==> src/rtl/wt_snoop_pair.sv <==
module wt_snoop_pair #(
  parameter int AW = 6,
  parameter int IW = 2,
  parameter int DW = 16
) (
  input  logic          clk,
  input  logic          rst_n,
  input  logic          p0_req,
  input  logic [1:0]    p0_op,
  input  logic [AW-1:0] p0_addr,
  input  logic [DW-1:0] p0_wdata,
  output logic          p0_done,
  output logic [DW-1:0] p0_rdata,
  input  logic          p1_req,
  input  logic [1:0]    p1_op,
  input  logic [AW-1:0] p1_addr,
  input  logic [DW-1:0] p1_wdata,
  output logic          p1_done,
  output logic [DW-1:0] p1_rdata,
  output logic          mem_req,
  output logic          mem_we,
  output logic [AW-1:0] mem_addr,
  output logic [DW-1:0] mem_wdata,
  input  logic [DW-1:0] mem_rdata,
  input  logic [AW-1:0] look_addr,
  output logic          look_v0,
  output logic [DW-1:0] look_d0,
  output logic          look_v1,
  output logic [DW-1:0] look_d1
);
  localparam int NL = 1 << IW;
  localparam int TW = AW - IW;
  localparam logic [1:0] OP_RD = 2'b00;
  localparam logic [1:0] OP_WR = 2'b01;

  logic [NL-1:0] vld  [2];
  logic [TW-1:0] tagm [2][NL];
  logic [DW-1:0] dat  [2][NL];

  logic [1:0]    req, done_q, act, hit, need, gnt, srv;
  logic [1:0]    op   [2];
  logic [AW-1:0] ad   [2];
  logic [DW-1:0] wd   [2];
  logic [DW-1:0] rd_q [2];
  logic [IW-1:0] idx  [2];
  logic [TW-1:0] tg   [2];
  logic          last_q, gsel;

  assign req   = {p1_req, p0_req};
  assign op[0] = p0_op;    assign op[1] = p1_op;
  assign ad[0] = p0_addr;  assign ad[1] = p1_addr;
  assign wd[0] = p0_wdata; assign wd[1] = p1_wdata;

  always_comb begin
    for (int c = 0; c < 2; c++) begin
      idx[c]  = ad[c][IW-1:0];
      tg[c]   = ad[c][AW-1:IW];
      hit[c]  = vld[c][idx[c]] && (tagm[c][idx[c]] == tg[c]);
      act[c]  = req[c] && !done_q[c];
      need[c] = act[c] && (op[c] == OP_WR || (op[c] == OP_RD && !hit[c]));
    end
    gnt = need;
    if (&need) gnt = last_q ? 2'b01 : 2'b10;
    srv = act & (~need | gnt);
  end

  assign gsel      = gnt[1];
  assign mem_req   = |gnt;
  assign mem_we    = mem_req && (op[gsel] == OP_WR);
  assign mem_addr  = ad[gsel];
  assign mem_wdata = wd[gsel];

  assign p0_done  = done_q[0];
  assign p1_done  = done_q[1];
  assign p0_rdata = rd_q[0];
  assign p1_rdata = rd_q[1];

  logic [IW-1:0] lidx;
  logic [TW-1:0] ltag;
  assign lidx    = look_addr[IW-1:0];
  assign ltag    = look_addr[AW-1:IW];
  assign look_v0 = vld[0][lidx] && (tagm[0][lidx] == ltag);
  assign look_v1 = vld[1][lidx] && (tagm[1][lidx] == ltag);
  assign look_d0 = dat[0][lidx];
  assign look_d1 = dat[1][lidx];

  always_ff @(posedge clk) begin
    if (!rst_n) begin
      for (int c = 0; c < 2; c++) vld[c] <= '0;
      done_q <= '0;
      last_q <= 1'b1;
    end else begin
      done_q <= srv;
      if (mem_req) last_q <= gsel;
      for (int c = 0; c < 2; c++) begin
        if (srv[c]) begin
          if (op[c] == OP_RD || op[c] == OP_WR) vld[c][idx[c]] <= 1'b1;
          else if (hit[c])                      vld[c][idx[c]] <= 1'b0;
        end
        if (mem_we && gnt[c^1] && vld[c][idx[c^1]] && tagm[c][idx[c^1]] == tg[c^1])
          vld[c][idx[c^1]] <= 1'b0;
      end
    end
  end

  always_ff @(posedge clk) begin
    for (int c = 0; c < 2; c++) begin
      if (srv[c] && op[c] == OP_RD) begin
        if (hit[c]) rd_q[c] <= dat[c][idx[c]];
        else begin
          rd_q[c]         <= mem_rdata;
          dat[c][idx[c]]  <= mem_rdata;
          tagm[c][idx[c]] <= tg[c];
        end
      end else if (srv[c] && op[c] == OP_WR) begin
        dat[c][idx[c]]  <= wd[c];
        tagm[c][idx[c]] <= tg[c];
      end
    end
  end

  logic          wr_q, wr_src_q;
  logic [AW-1:0] wr_addr_q;
  logic [DW-1:0] wr_data_q;
  logic [1:0]    fill_q;
  logic [AW-1:0] fill_addr_q [2];

  always_ff @(posedge clk) begin
    if (!rst_n) begin
      wr_q   <= 1'b0;
      fill_q <= '0;
    end else begin
      wr_q      <= mem_we;
      wr_src_q  <= gsel;
      wr_addr_q <= mem_addr;
      wr_data_q <= mem_wdata;
      fill_q    <= gnt & {~mem_we, ~mem_we};
      fill_addr_q[0] <= ad[0];
      fill_addr_q[1] <= ad[1];
    end
  end

  logic [IW-1:0] wi;
  logic [TW-1:0] wt;
  logic          own_ok, oth_holds;
  logic [1:0]    fill_ok;
  assign wi        = wr_addr_q[IW-1:0];
  assign wt        = wr_addr_q[AW-1:IW];
  assign own_ok    = vld[wr_src_q][wi] && tagm[wr_src_q][wi] == wt && dat[wr_src_q][wi] == wr_data_q;
  assign oth_holds = vld[!wr_src_q][wi] && tagm[!wr_src_q][wi] == wt;
  assign fill_ok[0] = vld[0][fill_addr_q[0][IW-1:0]] && dat[0][fill_addr_q[0][IW-1:0]] == rd_q[0];
  assign fill_ok[1] = vld[1][fill_addr_q[1][IW-1:0]] && dat[1][fill_addr_q[1][IW-1:0]] == rd_q[1];

  assert_store_alloc_R4: assert property (@(posedge clk) disable iff (!rst_n) wr_q |-> own_ok);
  assert_snoop_inval_R5: assert property (@(posedge clk) disable iff (!rst_n) wr_q |-> !oth_holds);
  assert_fill_match_R2: assert property (@(posedge clk) disable iff (!rst_n) |fill_q |-> (fill_ok | ~fill_q) == 2'b11);
  assert_done_after_req_R2: assert property (@(posedge clk) disable iff (!rst_n) done_q[0] |-> $past(req[0]));
  assert_done_pulse_R2: assert property (@(posedge clk) disable iff (!rst_n) done_q[1] |=> !done_q[1]);
endmodule

==> config.mk <==
export PLATFORM = sky130hd
export DESIGN_NAME = wt_snoop_pair
export DESIGN_NICKNAME = d
export VERILOG_FILES = /design/src/rtl/wt_snoop_pair.sv
export SDC_FILE = /design/constraint.sdc
export NUM_CORES = 1
export LEC_CHECK = 0
export BUFFER_PORTS_ARGS = -buffer_cell sky130_fd_sc_hd__buf_2
export CAP_MARGIN = 20
export CORE_MARGIN = 2
export CORE_UTILIZATION = 50
export CTS_BUF_LIST = sky130_fd_sc_hd__clkbuf_4
export DETAILED_ROUTE_END_ITERATION = 16
export PLACE_DENSITY = 0.78
export SLEW_MARGIN = 20
export SYNTH_ARGS = -nofsm -noshare
export SYNTH_HDL_FRONTEND = slang
export SYNTH_SLANG_ARGS = --single-unit
==> constraint.sdc <==
create_clock -name clk -period 8 [get_ports clk]
set_input_delay 1.2 -clock clk [delete_from_list [all_inputs] [get_ports clk]]
set_output_delay 1.2 -clock clk [all_outputs]
set_load 0.01 [all_outputs]
==> flow_summary.toml, run 1 <==
[sta]
setup_slack_ps = 1930
min_period_over_period = 0.758
rsz0062_at_grt = "no"
fmax_mhz = 165
finalCriticalPeriod_ps = 6070
tns_ps = 0
max-slew-margin-rel = 0.246
worst_slew_pin_slew_ps = 1130
skew_ps = 56.3
slew_viol_final = 0
hold_viol_final = 0
setup_viol = 0

[placed_design]
io_buffer_count = 165
dp_slack_ps = 2000
place.gp.congestion = 0.959
hpwl_mm = 21.2

[clock_tree]
htreeDepth = 2
hold_buffers = 0
cts_root_buf = "clkbuf_4"
cts-resized-gates = 0
clockBufferDepth = 3
cts.clk_slew.worst_paths_ps = 80
cts_tree = "done"
clk-insertion-delay-late_ps = 690
cts_sinks = 203
post-cts-setup-buffer-count = 0
cts_buffers = 52

[global_route]
grt_pass1_vias = 7637
track_usage = 0.259
grt_start_max_net_pins = 43
antenna_found_initial = 4
grt_pass1_wl_mm = 46.8
grt_overflow_total = 0

[route]
avgViaCountPerCell = 6.18
drt_iter0_markers = 712
routed_wl_mm = 31.6
wire_per_inst_um = 25.6
vias = 7619
antenna_left = 0
drc = 0
drt-pass1-iter-count = 5

[critical_path]
rr_worst_depth = 7
endpoint_kind = "output port"
r2r_slack_ps = 3720
cp_max_fo = 22
cp.required_ps = 6800
worst-setup-path-type = "in -> out"
startpoint_type = "input pin"
arrival_ps = 4870

[yosys]
synthDistinctLibCells = 52
syn_nets = 773
synth_edf_count = 196
ys_ff_latch = 203
synthCells = 699
postSynthAreaPerCell_um2 = 16.8
seq_area_frac_synth = 0.512
synth_ff_type = "edfxtp_1"
async_flop_share = 0
yosysWarnings = 0
syn_area_um2 = 11800

[final_layout]
drive_gt1_frac = 0.614
layout_common_cells = "196 x edfxtp_1, 165 x buf_2, 139 x mux2_2"
area_growth_pct = 14.4
final_common_cell = "edfxtp_1"
nets = 945

[die]
core_um2 = 23300
rows = 56
pin_count = 166
dieArea_um2 = 24800
fp.dieH_um = 157
dieWidth_um = 157
initial_utilization = 0.506

[pwr]
leakage_nw = 4.88
p_per_area_nw_per_um2 = 178
peakVddDrop_uv = 135

[worst_hold_path]
worstHoldPathCells = 2
hp-class = "reg -> reg"

[flow_run]
drv_cap = 0

[run_status]
outcome = "finished clean"
[worst paths after layout]
path,startpoint,to
setup / recovery,p0_addr[1],mem_wdata[5]
hold / removal,last_q,last_q
setup reg to reg,tagm[0][3],tagm[1][10]
hold reg to reg,last_q,last_q
[cells in the mapped netlist (all sizes together) (9+ instances only)]
cell	number	share of area
nand2	13	0.0041
edfxtp	196	0.50
xor2	16	0.012
mux2	183	0.19
nor2	14	0.0045
mux4	90	0.17
xnor2	9	0.0067
buf	48	0.025
clkbuf	18	0.0057
[per-layer routing]
metal / wire length, µm / track usage
met3: 2900 / 0.0592
met1: 12700 / 0.354
met5: 11 / 0
met4: 482 / 0.0593
met2: 15500 / 0.427
[through the flow]
step	util	instance area [µm²]	std cells	hold WS, ps	power [mW]
6_report	0.579	13500	1233	528	2.40
2_1_floorplan	-	11800	699	465	1.45
3_5_place_dp	0.551	12800	1136	490	1.57
5_1_grt	0.579	13500	1233	554	2.48
3_3_place_gp	0.550	12800	1135	491	1.56
4_1_cts	0.579	13500	1232	512	2.41
[report_power, final]
group	switching (mW)	internal, mW	leakage [nW]
Sequential	0.0108	1.19	1.84
Clock	0.435	0.417	0.390
Combinational	0.182	0.159	2.65
[state kept, by name, indices dropped and copies added, names as in the netlist]
register,flops
tagm,32
rd_q,32
last_q,1
dat,128
vld,8
done_q,2
[kinds of logic (layout without fill, tap and decap cells)]
group | count (synthesis) | in the layout | synth area share
flip-flops | 203 | 203 | 0.512
AND/OR/NAND/NOR | 78 | 78 | 0.0423
AO/OA/AOI/OAI | 41 | 41 | 0.0285
multiplexers | 280 | 280 | 0.366
XOR/XNOR | 25 | 25 | 0.0186
buffers and inverters | 72 | 286 | 0.0324
other | 0 | 1 | 0
[worst max-delay path, cell delays in order]
cell	delay, ps
buf_2	310
buf_4	400
mux4_2	360
xnor2_1	190
nand3_1	160
o31ai_2	890
and2_1	790
mux2_2	410
buf_2	140
[final cells by class]
type,count,area [µm²]
Clock buffer,71,533
Multi-Input combinational cell,424,5410
Timing Repair Buffer,184,976
Sequential cell,203,6030
Inverter,6,22.5
Fill cell,1856,9790
Tap cell,319,399
Clock inverter,25,104
Antenna cell,1,2.50
No activity file was read; power rests on OpenSTA's default activity.
==> run 2: changes to the inputs <==
--- a/config.mk
+++ b/config.mk
@@ -5,13 +5,14 @@
 export SDC_FILE = /design/constraint.sdc
 export NUM_CORES = 1
 export LEC_CHECK = 0
+export ABC_AREA = 1
 export BUFFER_PORTS_ARGS = -buffer_cell sky130_fd_sc_hd__buf_2
 export CAP_MARGIN = 20
 export CORE_MARGIN = 2
 export CORE_UTILIZATION = 50
 export CTS_BUF_LIST = sky130_fd_sc_hd__clkbuf_4
 export DETAILED_ROUTE_END_ITERATION = 16
-export PLACE_DENSITY = 0.78
+export PLACE_DENSITY = 0.81
 export SLEW_MARGIN = 20
 export SYNTH_ARGS = -nofsm -noshare
 export SYNTH_HDL_FRONTEND = slang
==> constraint.sdc (replaced) <==
create_clock -name clk -period 5.45 [get_ports clk]
set_input_delay 0.8175 -clock clk [delete_from_list [all_inputs] [get_ports clk]]
set_output_delay 0.8175 -clock clk [all_outputs]
set_load 0.01 [all_outputs]
==> run 2 against run 1 <==
Final cell count up 48%. Global-route usage up 5.1 points. Synthesized area down 2.6%. Via count up 46%. Final area down 2.4%. Utilization up 0.32 points. Setup slack worse by 940 ps. Wire length up 20%. First-iteration DRC count up 75%. Critical path type unchanged.
==> flow_summary.toml, run 2 <==
[sta]
rsz0062_at_grt = "no"
skew_ps = 80.5
tns_ps = 0
fmax_mhz = 224
max-slew-margin-rel = 0.297
hold_viol_final = 0
worst_slew_pin_slew_ps = 1050
finalCriticalPeriod_ps = 4460
setup_viol = 0
slew_viol_final = 0
min_period_over_period = 0.818

[yosys]
postSynthAreaPerCell_um2 = 8.51
synth_ff_type = "edfxtp_1"
synth_area_leaders = "edfxtp_1 51%, nand2_1 12%, o21ai_0 9.9%, nor2_1 4.1%, a22oi_1 2.7%"
ys_ff_latch = 203
synth_top_area_share = 0.513
synth_common_cells = "364 x nand2_1, 226 x o21ai_0, 196 x edfxtp_1, 126 x nor2_1, 83 x inv_1"
syn_area_um2 = 11500
async_flop_share = 0
synth_most_common_cell = "nand2_1"
yosys.area.top_type = "edfxtp_1"
synthDistinctLibCells = 45
seq_area_frac_synth = 0.525
synth_edf_count = 196
synthCells = 1348
yosysWarnings = 0
syn_nets = 1422

[die]
pin_count = 166
initial_utilization = 0.508
fp.dieH_um = 155
rows = 55
dieArea_um2 = 24200
core_um2 = 22600
dieWidth_um = 155

[global_route]
track_usage = 0.310
grt_pass1_vias = 10600
grt_start_max_net_pins = 89
antenna_found_initial = 1
grt_overflow_total = 0
grt_pass1_wl_mm = 57.7

[clock_tree]
cts_root_buf = "clkbuf_4"
cts_buffers = 49
cts-resized-gates = 0
hold_buffers = 0
clockBufferDepth = 3
post-cts-setup-buffer-count = 0
cts_sinks = 203
htreeDepth = 2
cts.clk_slew.worst_paths_ps = 70
clk-insertion-delay-late_ps = 700
cts_tree = "done"

[critical_path]
cp.required_ps = 4630
worst-setup-path-type = "in -> out"
cp_max_fo = 34
startpoint_type = "input pin"
r2r_slack_ps = 2330
endpoint_kind = "output port"
arrival_ps = 3640

[pwr]
p_per_area_nw_per_um2 = 276
peakVddDrop_uv = 158
leakage_nw = 5.28

[final_layout]
register_area_um2 = 6030
multi_input_area_um2 = 4750
area_growth_pct = 14.6
drive_gt1_frac = 0.209
final_common_cell = "nand2_1"
largest_reg_flops = 128
layout_common_cells = "363 x nand2_1, 226 x o21ai_0, 196 x edfxtp_1"
postLayoutCellArea_um2 = 13100
nets = 1577
n_fill_cell = 1998

[run_status]
outcome = "finished clean"

[route]
routed_wl_mm = 37.9
top_layer = "met4"
vias = 11200
antenna_left = 0
drc = 0
wl_met1_mm = 14.0
dr_wl_met2_mm = 17.7
wl_met3_mm = 4.86
wire_per_inst_um = 20.7
avgViaCountPerCell = 6.10
drt-pass1-iter-count = 6
drt_iter0_markers = 1246

[placed_design]
dpl_cell_area_um2 = 12500
io_buffer_count = 165
place.gp.congestion = 0.985
hpwl_mm = 24.8

[worst_hold_path]
hp-class = "in -> reg"

[flow_run]
drv_cap = 0
run 2: cell count changes after synthesis, sizes merged, moves of 23 or more:
cell,delta
nand2,+356
o21ai,+255
mux2,-183
nor2,+124
mux4,-90
inv,+82
nand3,+46
a22oi,+42
clkbuf,+40
o22ai,+38
buf,-23
run 2: cell type report:
class                   instances  area share
diodes                          1    0.000190
clock buffers                  74      0.0423
clock inverters                16     0.00933
inverters                      91      0.0260
multi-input cells             971       0.361
flip-flops and latches        203       0.459
well taps                     285      0.0271
repair buffers                187      0.0754
run 2: path summary, 6_finish.rpt:
check | startpoint | end | depth (start not counted)
worst max-delay path | p0_addr[1] | mem_wdata[15] | 13
worst min-delay path | p1_addr[4] | tagm[1][6] | 1
worst max register to register | tagm[1][3] | rd_q[0][14] | 16
worst min register to register | last_q | last_q | 2
run 2: power by group:
group	internal (mW)	switching (mW)	total (mW)
registers	1.76	0.0181	1.77
logic	0.159	0.357	0.516
clock network	0.718	0.622	1.34
run 2: critical path: stages:
cell	delay, ps
buf_2	200
inv_2	90
nor2_2	500
nand2_1	160
nand4_1	140
nand2_1	70
nor2_2	120
nand3_1	100
nand3_1	190
nand3_2	360
buf_4	380
o21ai_0	310
buf_2	200
run 2: routing by layer:
metal	GRT usage	vias up
met5	0	-
met2	0.505	808
met4	0.127	0
met1	0.407	5175
li1	-	5056
met3	0.0643	115
run 2: logic make-up after synthesis:
group           share of synthesized area
compound gates                      0.195
xor+xnor                          0.00535
buf+inv                            0.0631
flops                               0.525
simple gates                        0.211
run 2: per-stage QoR:
| stage | std cells | utilization | total power [mW] | setup slack [ps] | hold WS, ps |
|---|---|---|---|---|---|
| final | 1828 | 0.582 | 3.63 | 993 | 436 |
| after global routing | 1828 | 0.582 | 3.76 | 820 | 421 |
| after CTS | 1827 | 0.582 | 3.62 | 1100 | 414 |
| after detailed placement | 1737 | 0.552 | 2.31 | 1100 | 532 |
| after global placement | 1737 | 0.552 | 2.30 | 1190 | 534 |
| after floorplan | 1348 | - | 2.10 | 1880 | 502 |
